<file path="src/rtl/refsel_pkg.sv">
package refsel_pkg;
  localparam int SEL_W  = 2;
  localparam int NUM_IN = 1 << SEL_W;
  localparam int HALF   = NUM_IN / 2;

  typedef logic [SEL_W-1:0]  sel_code_t;
  typedef logic [NUM_IN-1:0] in_mask_t;

  typedef struct packed {
    logic      ok;
    logic      paired;
    sel_code_t idx;
  } dec_t;

  // Paired mode only accepts codes addressing the lower half of the inputs.
  function automatic dec_t decode_code(logic paired_cfg, sel_code_t code);
    dec_t d;
    d.paired = paired_cfg;
    d.idx    = code;
    d.ok     = !paired_cfg || (int'(code) < HALF);
    return d;
  endfunction

  // Inputs covered by a selection: the lower member, plus its partner when paired.
  function automatic in_mask_t member_mask(sel_code_t idx, logic paired);
    in_mask_t m;
    m = '0;
    m[idx] = 1'b1;
    if (paired) m[idx + sel_code_t'(HALF)] = 1'b1;
    return m;
  endfunction
endpackage

</file>
<file path="src/rtl/refsel_sync.sv">
module refsel_sync #(
  parameter int W      = 3,
  parameter int STAGES = 2
) (
  input  logic         clk,
  input  logic         rst_n,
  input  logic [W-1:0] d_i,
  output logic [W-1:0] q_o
);
  logic [STAGES-1:0][W-1:0] stg_q;

  always_ff @(posedge clk or negedge rst_n) begin
    if (!rst_n) begin
      stg_q <= '0;
    end else begin
      stg_q[0] <= d_i;
      for (int i = 1; i < STAGES; i++) stg_q[i] <= stg_q[i-1];
    end
  end

  assign q_o = stg_q[STAGES-1];
endmodule

</file>
<file path="src/rtl/refsel_filter.sv">
module refsel_filter #(
  parameter int W      = 3,
  parameter int STABLE = 16
) (
  input  logic         clk,
  input  logic         rst_n,
  input  logic [W-1:0] s_i,
  output logic         stable_o,
  output logic [W-1:0] val_o
);
  // STABLE must be at least 2.
  localparam int RUN_W   = $clog2(STABLE);
  localparam int RUN_MAX = STABLE - 1;

  logic [W-1:0]     cand_q;
  logic [RUN_W-1:0] run_q;
  logic             match_w;

  assign match_w  = (s_i == cand_q);
  assign stable_o = match_w && (run_q == RUN_W'(RUN_MAX));
  assign val_o    = s_i;

  always_ff @(posedge clk or negedge rst_n) begin
    if (!rst_n) begin
      cand_q <= '0;
      run_q  <= '0;
    end else if (match_w) begin
      if (run_q != RUN_W'(RUN_MAX)) run_q <= run_q + RUN_W'(1);
    end else begin
      cand_q <= s_i;
      run_q  <= RUN_W'(1);
    end
  end

  AST_STABLE_AFTER_REPEAT: assert property (@(posedge clk) disable iff (!rst_n)
    stable_o |-> (s_i == $past(s_i)));
endmodule

</file>
<file path="src/rtl/refsel_select.sv">
module refsel_select import refsel_pkg::*; (
  input  logic           clk,
  input  logic           rst_n,
  input  logic           stable_i,
  input  logic [SEL_W:0] word_i,
  input  logic           auto_i,
  output sel_code_t      idx_o,
  output logic           pair_o,
  output logic           rsv_o
);
  dec_t      dec_w;
  logic      take_w;
  sel_code_t idx_q;
  logic      pair_q;
  logic      rsv_q;

  assign dec_w  = decode_code(word_i[SEL_W], word_i[SEL_W-1:0]);
  assign take_w = stable_i && !auto_i;

  always_ff @(posedge clk or negedge rst_n) begin
    if (!rst_n) begin
      idx_q  <= '0;
      pair_q <= 1'b0;
      rsv_q  <= 1'b0;
    end else if (take_w) begin
      if (dec_w.ok) begin
        idx_q  <= dec_w.idx;
        pair_q <= dec_w.paired;
        rsv_q  <= 1'b0;
      end else begin
        rsv_q  <= 1'b1;
      end
    end
  end

  assign idx_o  = idx_q;
  assign pair_o = pair_q;
  assign rsv_o  = rsv_q;

  AST_RSV_KEEPS_SEL: assert property (@(posedge clk) disable iff (!rst_n)
    (take_w && !dec_w.ok) |=> (rsv_q && $stable(idx_q) && $stable(pair_q)));
  AST_AUTO_FREEZE: assert property (@(posedge clk) disable iff (!rst_n)
    auto_i |=> ($stable(idx_q) && $stable(pair_q) && $stable(rsv_q)));
endmodule

</file>
<file path="src/rtl/refsel_hold.sv">
module refsel_hold import refsel_pkg::*; (
  input  logic              clk,
  input  logic              rst_n,
  input  sel_code_t         idx_i,
  input  logic              pair_i,
  input  logic [NUM_IN-1:0] alarm_i,
  output logic              hold_o
);
  in_mask_t watch_w;
  logic     hit_w;
  logic     hold_q;

  assign watch_w = member_mask(idx_i, pair_i);
  assign hit_w   = |(alarm_i & watch_w);

  always_ff @(posedge clk or negedge rst_n) begin
    if (!rst_n) hold_q <= 1'b0;
    else        hold_q <= hit_w;
  end

  assign hold_o = hold_q;

  AST_HOLD_HAS_CAUSE: assert property (@(posedge clk) disable iff (!rst_n)
    hold_q |-> $past(|alarm_i));
  AST_QUIET_NO_HOLD: assert property (@(posedge clk) disable iff (!rst_n)
    (alarm_i == '0) |=> !hold_q);
endmodule

</file>
<file path="src/rtl/refsel_manual_ctrl.sv">
module refsel_manual_ctrl import refsel_pkg::*; #(
  parameter int STABLE_CYCLES = 16,
  parameter int SYNC_STAGES   = 2
) (
  input  logic              clk,
  input  logic              rst_n,
  input  logic              auto_sel_i,
  input  logic              pair_cfg_i,
  input  logic [SEL_W-1:0]  sel_pins_i,
  input  logic [NUM_IN-1:0] alarm_i,
  output logic [NUM_IN-1:0] sel_onehot_o,
  output logic              pair_o,
  output logic              reserved_o,
  output logic              hold_req_o
);
  localparam int WORD_W = SEL_W + 1;

  logic [WORD_W-1:0] pin_word_w;
  logic [WORD_W-1:0] sync_word_w;
  logic [WORD_W-1:0] filt_word_w;
  logic              stable_w;
  sel_code_t         idx_w;
  logic              pair_w;

  assign pin_word_w = {pair_cfg_i, sel_pins_i};

  refsel_sync #(.W(WORD_W), .STAGES(SYNC_STAGES)) u_sync (
    .clk(clk), .rst_n(rst_n), .d_i(pin_word_w), .q_o(sync_word_w)
  );

  refsel_filter #(.W(WORD_W), .STABLE(STABLE_CYCLES)) u_filt (
    .clk(clk), .rst_n(rst_n), .s_i(sync_word_w),
    .stable_o(stable_w), .val_o(filt_word_w)
  );

  refsel_select u_sel (
    .clk(clk), .rst_n(rst_n), .stable_i(stable_w), .word_i(filt_word_w),
    .auto_i(auto_sel_i), .idx_o(idx_w), .pair_o(pair_w), .rsv_o(reserved_o)
  );

  refsel_hold u_hold (
    .clk(clk), .rst_n(rst_n), .idx_i(idx_w), .pair_i(pair_w),
    .alarm_i(alarm_i), .hold_o(hold_req_o)
  );

  for (genvar g = 0; g < NUM_IN; g++) begin : g_onehot
    assign sel_onehot_o[g] = (idx_w == sel_code_t'(g));
  end

  assign pair_o = pair_w;

  AST_NO_CHANGE_UNFILTERED: assert property (@(posedge clk) disable iff (!rst_n)
    !stable_w |=> ($stable(sel_onehot_o) && $stable(pair_o)));
  AST_PAIR_LOW_HALF: assert property (@(posedge clk) disable iff (!rst_n)
    pair_o |-> (sel_onehot_o[NUM_IN-1:HALF] == '0));
  AST_RSV_CLEARS_ON_ACCEPT: assert property (@(posedge clk) disable iff (!rst_n)
    $fell(reserved_o) |-> $past(stable_w));
endmodule

</file>
<file path="config.mk">
export PLATFORM = sky130hd
export DESIGN_NAME = refsel_manual_ctrl
export DESIGN_NICKNAME = d
export VERILOG_FILES = /design/src/rtl/refsel_pkg.sv /design/src/rtl/refsel_sync.sv /design/src/rtl/refsel_filter.sv /design/src/rtl/refsel_select.sv /design/src/rtl/refsel_hold.sv /design/src/rtl/refsel_manual_ctrl.sv
export SDC_FILE = /design/constraint.sdc
export NUM_CORES = 1
export LEC_CHECK = 0
export ABC_AREA = 0
export BUFFER_PORTS_ARGS = -buffer_cell sky130_fd_sc_hd__clkbuf_2
export CELL_PAD_IN_SITES_DETAIL_PLACEMENT = 0
export CELL_PAD_IN_SITES_GLOBAL_PLACEMENT = 2
export CORE_ASPECT_RATIO = 0.7
export CORE_MARGIN = 1.5
export CORE_UTILIZATION = 36
export DETAILED_ROUTE_END_ITERATION = 6
export GPL_TIMING_DRIVEN = 0
export PLACE_DENSITY_LB_ADDON = 0.1
export SLEW_MARGIN = 20
export SYNTH_ARGS = -nofsm -noshare
export SYNTH_HDL_FRONTEND = slang
export SYNTH_HIERARCHICAL = 1
export SYNTH_SLANG_ARGS = --single-unit
</file>
<file path="constraint.sdc">
create_clock -name clk -period 2.6 [get_ports clk]
set_input_delay 0.39 -clock clk [delete_from_list [all_inputs] [get_ports clk]]
set_output_delay 0.39 -clock clk [all_outputs]
set_load 0.05 [all_outputs]
</file>
# After elaboration in Yosys (flattened, before gate mapping)
# Index checks and enable logic that the tools add are counted.
[word_totals]
wordCells = 42
regBits = 18
[classes]
n_reduce_logical = 10
eq_ne = 7
bitwise = 2
n_mux = 8
order_cmp = 5
n_addsub = 2
[op_table]
columns = ["op", "n"]
rows = [
  ["4-bit 2-to-1 mux", 3],
  ["2-bit by 3-bit < comparator with 1-bit output (second input constant)", 2],
  ["4-bit by 1-bit adder with 4-bit output (second input constant)", 1],
  ["4-bit bitwise AND", 1],
  ["1-bit demux with 2-bit select", 2],
  ["2-bit == test (second input constant)", 2],
  ["4-bit == test (second input constant)", 1],
  ["2-bit by 1-bit >= comparator with 1-bit output (second input constant)", 2],
  ["1-bit logical AND", 4],
  ["4-bit inequality test (second input constant)", 1],
  ["4-bit OR", 1],
  ["4-bit OR reduction", 1],
  ["3-bit == test", 1],
  ["1-bit 2-to-1 mux", 3],
  ["2-bit adder (second input constant)", 1],
  ["2-bit by 1-bit == test with 1-bit output (second input constant)", 1],
  ["1-bit logical NOT", 2],
  ["2-bit logical NOT", 1],
  ["2-bit < comparator (second input constant)", 1],
  ["2-bit inequality test (second input constant)", 1],
  ["2-bit AND reduction", 1],
  ["1-bit logical OR", 1],
]

# Longest topological paths before layout
# Gate-level depths: netlist of the first run.
[logic_depth]
depth_word = 9
depth_mapped = 7
ltp_nobuf = 6

# By module
# Netlist of the first run, hierarchy kept.
[modules_own_cells]
columns = ["module", "instances", "cells_each", "area_per_inst_um2"]
rows = [
  ["refsel_filter", 1, 32, 335.3],
  ["refsel_select", 1, 14, 177.7],
  ["refsel_sync", 1, 9, 172.7],
  ["refsel_hold", 1, 7, 80.1],
  ["refsel_manual_ctrl", 1, 4, 26.3],
]

# Worst setup path after synthesis of the first run
# Ideal clock, no wire load.
[synth_path]
path_type = "flip-flop to flip-flop"
from = "register u_sync.stg_q (netlist bit u_sync/q_o[1])"
to = "register u_sel.idx_q[0] (netlist: u_sel/idx_o[0])"
stages_incl_launch_ff = 8
setup_time_ns = 0.125
t_required_ns = 2.475
synth_period_minus_slack_ns = 1.567
t_arrival_ns = 1.442
path_slack_ns = 1.033
cell_sequence = "dfrtp_1 buf_4 xnor2_1 nand3_2 nor2_1 nand2b_4 a21oi_2 mux2_4"
[synth_via]
elab_chain_len = 4
[synth_lines]
columns = ["item", "line_no", "source"]
rows = [
  ["start, declared", "refsel_sync.sv:10", "logic [STAGES-1:0][W-1:0] stg_q;"],
  ["3-bit == test", "refsel_filter.sv:19", "assign match_w = (s_i == cand_q);"],
  ["1-bit logical AND", "refsel_filter.sv:20", "assign stable_o = match_w && (run_q == RUN_W'(RUN_MAX));"],
  ["net stable_w", "refsel_manual_ctrl.sv:21", "logic stable_w;"],
  ["1-bit logical AND", "refsel_select.sv:18", "assign take_w = stable_i && !auto_i;"],
  ["2-bit AND reduction (no source line)", "-", ""],
  ["end signal, assigned", "refsel_select.sv:27", "idx_q <= dec_w.idx;"],
  ["end, declared", "refsel_select.sv:13", "sel_code_t idx_q;"],
]
# The timed path passes the listed nets, and every way through them passes these cells.
# A chain may end at the register's enable or synchronous reset.

# Worst setup path after layout of the first run
[layout_path]
from = "register u_sync.stg_q (netlist bit u_sync/q_o[2])"
to = "register u_sel.idx_q[0] (netlist: u_sel/idx_o[0])"
# Same word-level chain as after synthesis.

==> flow_metrics.env, run 1 <==
export IMPL_antenna_found_initial=0
export IMPL_cts_buffers=3
export IMPL_outcome="finished clean"
export IMPL_drive_above_1_share=0.4302
export IMPL_diodes=0
export IMPL_min_period_ps=1726
export IMPL_root_buffer="clkbuf_4"
export IMPL_grt_pass1_wl_um=2249
export IMPL_synthCells=66
export IMPL_final_common_cell="dfrtp_1"
export IMPL_track_usage=0.1250
export IMPL_synthTopCellsByArea="dfrtp_1 57%, buf_4 5.7%, xnor2_1 4.4%, mux2_4 3.8%, nor2_1 3.8%"
export IMPL_final_cell_mix="18 x dfrtp_1, 16 x clkbuf_2, 8 x nor2_1"
export IMPL_r2r_end="u_sel/idx_o[0]"
export IMPL_async_flop_share=1.000
export IMPL_syn_nets=77
export IMPL_peakVddDrop_mv=0.2874
export IMPL_hold_buffers=0
export IMPL_synth_ff_latch_count=18
export IMPL_required_ps=2780
export IMPL_setup_viol=0
export IMPL_hold_class="input pin to asynchronous set/reset pin"
export IMPL_globalRouteOverflowTotal=0
export IMPL_area_growth_pct=19.43
export IMPL_fin_setup_tns_ps=0
export IMPL_synth_edf_count=0
export IMPL_grt_max_degree=19
export IMPL_critPathArrivalTime_ps=1910
export IMPL_regToRegStartpoint="u_sync/q_o[2]"
export IMPL_htreeDepth=1
export IMPL_dp_cells=112
export IMPL_critPathKind="flip-flop to flip-flop"
export IMPL_p_int_uw=400.0
export IMPL_synth_distinct_cells=24
export IMPL_drv_slew=0
export IMPL_worst_path_buf_inv=1
export IMPL_drt_initial_drc_count=27
export IMPL_grt_pass1_vias=507
export IMPL_synth_warnings=6
export IMPL_drc_errors=0
export IMPL_reg2reg_depth=7
export IMPL_hold_violations=0
export IMPL_die_w_um=59.06
export IMPL_max_freq_ghz=0.5793
export IMPL_synth_largest_area_cell="dfrtp_1"
export IMPL_worst_slack_ps=873.8
export IMPL_antenna_left=0
export IMPL_chipHeight_um=42.25
export IMPL_cts_setup_buffers=0
export IMPL_cts_clk_slew_worst_paths_ps=100
export IMPL_p_per_area_nw_per_um2=542.5
export IMPL_start_kind="flip-flop"
export IMPL_ys_flop_type="dfrtp_1"
export IMPL_cts_resized=0
export IMPL_wirelength_um=1156
export IMPL_core_um2=1968
export IMPL_relSlewSlack=0.7093
export IMPL_dr_pass1_iters=2
export IMPL_yosysTopAreaCellShare=0.5687
export IMPL_numClockSinks=18
export IMPL_postSynthAreaPerCell_um2=12.00
export IMPL_synth_area_um2=792.0
export IMPL_finalNonFillerCells=116
export IMPL_worst_pin_slew_ps=436.0
export IMPL_dp_slack_ps=909.0
export IMPL_place_area_um2=909.6
export IMPL_cp_slowest_cell="dfrtp_1"
export IMPL_wl_per_cell_um=9.966
export IMPL_cpLargestDelayFamily="simple AND/OR/NAND/NOR gates"
export IMPL_clk_latency_ps=290
export IMPL_clkPwrFrac=0.328
export IMPL_power_frac_comb=0.095
export IMPL_dieArea_um2=2495
export IMPL_r2r_slack_ps=870
export IMPL_rows=13
export IMPL_start_util=0.4024
export IMPL_p_sw_frac=0.2206
export IMPL_cts_tree="yes"
export IMPL_place_congestion=0.6763
export IMPL_p_switching_uw=113.2
export IMPL_slowest_delay_ps=370
export IMPL_skew_ps=4.653
export IMPL_viasPerCell=4.155
export IMPL_port_buffers=16
export IMPL_cap_violations=0
export IMPL_clk_path_buf_depth=2
export IMPL_pin_count=17
export IMPL_p_leak_uw=0.0004511
export IMPL_final_design_area_no_fill_um2=945.9
export IMPL_period_share=0.6639
export IMPL_layout_nets=98
export IMPL_cp_max_fo=7
export IMPL_rsz0062_at_grt="false"
export IMPL_endpoint_kind="flip-flop"
export IMPL_via_count=482
export IMPL_path_cells="buf_4, xnor2_1, nand3_2, nor2_1, nand2b_4, a21oi_2, mux2_4"
export IMPL_dpl_hpwl_um=821.8
export IMPL_seqPwrFrac=0.576
export IMPL_ys_seq_area_frac=0.5687
==> layout make-up <==
class / instances / area (um^2)
well taps: 30 / 37.54
repair buffers: 16 / 80.08
clock buffers: 4 / 36.28
flip-flops and latches: 18 / 450.4
multi-input cells: 39 / 285.3
plain buffers: 9 / 56.30
fillers: 182 / 1022
==> flip-flops by register name, indices dropped and copies added (netlist names) <==
signal,flops
u_sel/idx_o,2
u_sel/rsv_o,1
u_sync/q_o,3
u_filt/run_q,4
u_sync/stg_q,3
u_sel/pair_o,1
u_filt/cand_q,3
u_hold/hold_o,1
==> synth_stat cells (2+ instances only) <==
cell and instances:
o22a_2 2, dfrtp_1 18, xnor2_1 4, nor2_1 8, nor3_1 3, nand2b_1 2
buf_4 6, nand3_1 2, mux2_4 2, nand2_1 3, clkbuf_1 3
==> metal layers <==
layer  vias to the layer above  track usage  routed length (um)
li1                        253            -                   -
met1                       216       0.1667                 612
met2                        10       0.1667                 471
met3                         3      0.06481                  60
met4                         0      0.05455                  11
met5                         -            0                   0
==> how the worst max path moves through the flow <==
stage | cells past startpoint | start | slack, ps | endpoint
floorplan | 7 | u_sync/q_o[1] | 1030 | u_sel/idx_o[0]
global placement | 7 | u_sync/q_o[2] | 880 | u_sel/idx_o[0]
detailed placement | 7 | u_sync/q_o[2] | 910 | u_sel/idx_o[0]
CTS | 7 | u_sync/q_o[2] | 860 | u_sel/idx_o[0]
global route | 6 | u_filt/run_q[0] | 750 | u_sel/idx_o[0]
finish | 7 | u_sync/q_o[2] | 870 | u_sel/idx_o[0]
==> logic make-up (layout without fill, tap and decap cells) <==
kind of cell	Yosys count	in the layout	share of synthesized area
AO/OA/AOI/OAI	6	6	0.06951
XOR/XNOR	4	4	0.04423
adder cells (fa/ha/maj)	1	1	0.01580
buffers and inverters	9	29	0.07108
flip-flops	18	18	0.5687
multiplexers	3	3	0.05055
AND/OR/NAND/NOR	25	25	0.1801
==> power groups by stage <==
stage	registers (uW)	logic, uW	clock network, uW
2_1_floorplan	304	29.4	0
3_3_place_gp	302	49.7	0
3_5_place_dp	301	49.8	0
4_1_cts	296	50.3	181
5_1_grt	297	56.7	192
6_report	296	48.9	168
==> stage by stage <==
stage | utilization | hold WS [ps] | total power, uW
after floorplan | - | 94.41 | 333.7
after global placement | 0.4622 | 335.7 | 351.3
after detailed placement | 0.4622 | 334.7 | 351.3
after CTS | 0.4806 | 20.32 | 527.7
after global routing | 0.4806 | 36.51 | 545.6
final | 0.4806 | 17.13 | 513.2
==> worst register-to-register path, delay by kind of cell, from the launching register on <==
| kind | cells | cell delay [ps] |
|---|---|---|
| AOI/OAI and AO/OA | 1 | 140 |
| DFF | 1 | 370 |
| muxes | 1 | 300 |
| xor gates and xnor gates | 1 | 200 |
| and+or+nand+nor | 3 | 490 |
| buffers and inverters | 1 | 140 |
Note: power is estimated with default switching activity, not from simulation.
==> inputs of run 2 (changes only) <==
ABC_AREA = 1   (was 0)
CORE_UTILIZATION = 30   (was 36)
clock period = 1.6 ns   (was 2.6 ns; I/O delays follow)
==> run 2 against run 1 <==
- clock power is 110% higher
- fmax is 22% higher
- final cell count is 39% higher
- design area is 10% higher
- routed wire length is 29% higher
- power is 79% higher
- critical path type unchanged
- utilization is 7.4 points lower
==> flow_metrics.env, run 2 <==
export IMPL_grt_max_degree=19
export IMPL_multi_input_area_um2=279.0
export IMPL_peakVddDrop_mv=0.4179
export IMPL_cap_violations=0
export IMPL_regMostFlops="u_filt/run_q"
export IMPL_p_per_area_nw_per_um2=878.7
export IMPL_setup_viol=0
export IMPL_nFillCells=261
export IMPL_min_period_ps=1421
export IMPL_skew_ps=2.929
export IMPL_drv_slew=0
export IMPL_r2r_end="u_sel/idx_o[1]"
export IMPL_root_buffer="clkbuf_8"
export IMPL_track_usage=0.1125
export IMPL_place_congestion=0.7267
export IMPL_wirelength_um=1497
export IMPL_wl_per_cell_um=9.298
export IMPL_rsz0062_at_grt="false"
export IMPL_endpoint_kind="flip-flop"
export IMPL_path_cells="buf_4, xnor2_1, nand3_2, nor2_2, inv_1, nor2_2, nand3_1, nand2_1"
export IMPL_synthTopCellsByArea="dfrtp_1 53%, nand2_1 14%, inv_1 8.4%, nand3_1 5.9%, buf_4 5.3%"
export IMPL_area_growth_pct=22.97
export IMPL_dpl_hpwl_um=1167
export IMPL_critPathArrivalTime_ps=1610
export IMPL_seq_area_um2=450.4
export IMPL_grt_pass1_wl_um=2401
export IMPL_hold_path_end="u_sync/stg_q[1]"
export IMPL_dr_pass1_iters=4
export IMPL_drt_initial_drc_count=24
export IMPL_ys_seq_area_frac=0.5302
export IMPL_htreeDepth=1
export IMPL_dp_cells=156
export IMPL_layout_nets=139
export IMPL_numClockSinks=18
export IMPL_synth_distinct_cells=15
export IMPL_yosysTopAreaCellShare=0.5302
export IMPL_cts_tree="yes"
export IMPL_synth_warnings=6
export IMPL_via_count=633
export IMPL_cp_common_cell="nor2_2"
export IMPL_clk_path_buf_depth=2
export IMPL_drive_above_1_share=0.2520
export IMPL_cp_max_fo=4
export IMPL_async_flop_share=1.000
export IMPL_start_kind="flip-flop"
export IMPL_synth_ff_latch_count=18
export IMPL_outcome="finished clean"
export IMPL_finalNonFillerCells=161
export IMPL_ys_flop_type="dfrtp_1"
export IMPL_synth_area_um2=849.6
export IMPL_hold_class="input pin to flip-flop"
export IMPL_chipHeight_um=47.53
export IMPL_worst_pin_slew_ps=437.5
export IMPL_largest_reg_flops=4
export IMPL_relSlewSlack=0.7083
export IMPL_globalRouteOverflowTotal=0
export IMPL_reg2reg_depth=8
export IMPL_regToRegStartpoint="u_sync/q_o[2]"
export IMPL_synth_edf_count=0
export IMPL_core_um2=2571
export IMPL_max_freq_ghz=0.7039
export IMPL_cts_buffers=3
export IMPL_critPathKind="flip-flop to flip-flop"
export IMPL_rows=15
export IMPL_drc_errors=0
export IMPL_port_buffers=16
export IMPL_period_share=0.8879
export IMPL_fin_setup_tns_ps=0
export IMPL_postSynthAreaPerCell_um2=8.015
export IMPL_hold_violations=0
export IMPL_start_util=0.3304
export IMPL_worst_path_buf_inv=2
export IMPL_grt_pass1_vias=500
export IMPL_antenna_left=0
export IMPL_die_w_um=66.61
export IMPL_p_leak_uw=0.0005731
export IMPL_r2r_slack_ps=180
export IMPL_final_common_cell="nand2_1"
export IMPL_clk_latency_ps=250
export IMPL_worstHoldStart="sel_pins_i[1]"
export IMPL_final_cell_mix="32 x nand2_1, 19 x inv_1, 18 x dfrtp_1"
export IMPL_syn_nets=117
export IMPL_yosys_top_cells_count="32 x nand2_1, 19 x inv_1, 18 x dfrtp_1"
export IMPL_cpLargestDelayFamily="simple AND/OR/NAND/NOR gates"
export IMPL_cp_slowest_cell="dfrtp_1"
export IMPL_cts_clk_slew_worst_paths_ps=70
export IMPL_required_ps=1790
export IMPL_dieArea_um2=3165
export IMPL_holdPathStages=1
export IMPL_synthCells=106
export IMPL_synth_most_common_cell="nand2_1"
export IMPL_pin_count=17
export IMPL_viasPerCell=3.932
export IMPL_synth_largest_area_cell="dfrtp_1"
export IMPL_antenna_found_initial=0
export IMPL_diodes=0
export IMPL_slowest_delay_ps=360
export IMPL_cts_setup_buffers=0
==> run 2: changes by cell type after synthesis, moves of 2 or more <==
cell      previous run  this run
o22a_2               2         0
nand3_1              2        10
nand2b_1             2         0
inv_1                0        19
nor2_2               0         2
nand4_1              0         2
nand2_1              3        32
nor3_1               3         0
xnor2_1              4         1
mux2_4               2         0
==> run 2: layout make-up <==
type	instances	area share
Timing Repair Buffer	17	0.08623
Clock buffer	4	0.05269
Buffer	9	0.05389
Tap cell	34	0.04072
Inverter	19	0.06826
Multi-Input combinational cell	60	0.2671
Sequential cell	18	0.4311
==> run 2: repair_timing <==
item                                    CTS  global route
hold buffers                              1             0
endpoints found under the setup margin    0             3
hold endpoints to repair                 18             0
resized for setup                         0             2
==> run 2: metrics by stage <==
stage	cell area [um^2]	hold WS [ps]	power, uW	setup slack, ps	util
after global routing	1045	83.97	971.6	28.76	0.4063
after global placement	972.2	208.3	563.7	58.18	0.3781
after detailed placement	972.2	213.3	564.1	83.43	0.3781
after floorplan	849.6	-55.59	534.5	244.8	-
after CTS	1037	86.13	936.0	59.54	0.4034
final	1045	93.13	918.1	179.4	0.4063
==> run 2: cell families (layout without fill, tap and decap cells) <==
kind of cell | Yosys count | count (layout) | share of synthesized area
xor gates and xnor gates | 1 | 1 | 0.01031
adders and majority gates | 1 | 1 | 0.01473
and+or+nand+nor | 56 | 56 | 0.2828
buffers and inverters | 28 | 49 | 0.1502
AOI/OAI and AO/OA | 2 | 2 | 0.01178
DFF | 18 | 18 | 0.5302
==> run 2: power breakdown <==
group,internal [uW],switching [uW],leakage (uW)
logic,35.4,43.7,0.000321
registers,471,7.14,0.000223
clock network,218,143,0.0000288
total,724,194,0.000573
==> run 2: how the worst max path moves through the flow <==
stage | start | endpoint | slack (ps) | depth (start not counted)
3_3_place_gp | u_sync/q_o[2] | u_sel/idx_o[1] | 60 | 8
2_1_floorplan | u_sel/idx_o[0] | sel_onehot_o[1] | 240 | 2
3_5_place_dp | u_sync/q_o[2] | u_sel/pair_o | 80 | 7
6_report | u_sync/q_o[2] | u_sel/idx_o[1] | 180 | 8
5_1_grt | u_sync/q_o[2] | u_sel/idx_o[1] | 30 | 8
4_1_cts | u_sync/q_o[2] | u_sel/idx_o[1] | 60 | 8
==> run 2: routing by layer <==
metal  track usage  part of all wire  vias up
met5             0                 0        -
met4       0.03673            0.0053        0
met3       0.05647             0.057        2
met2        0.1240              0.35       14
met1        0.1764              0.59      265
li1              -                 -      352
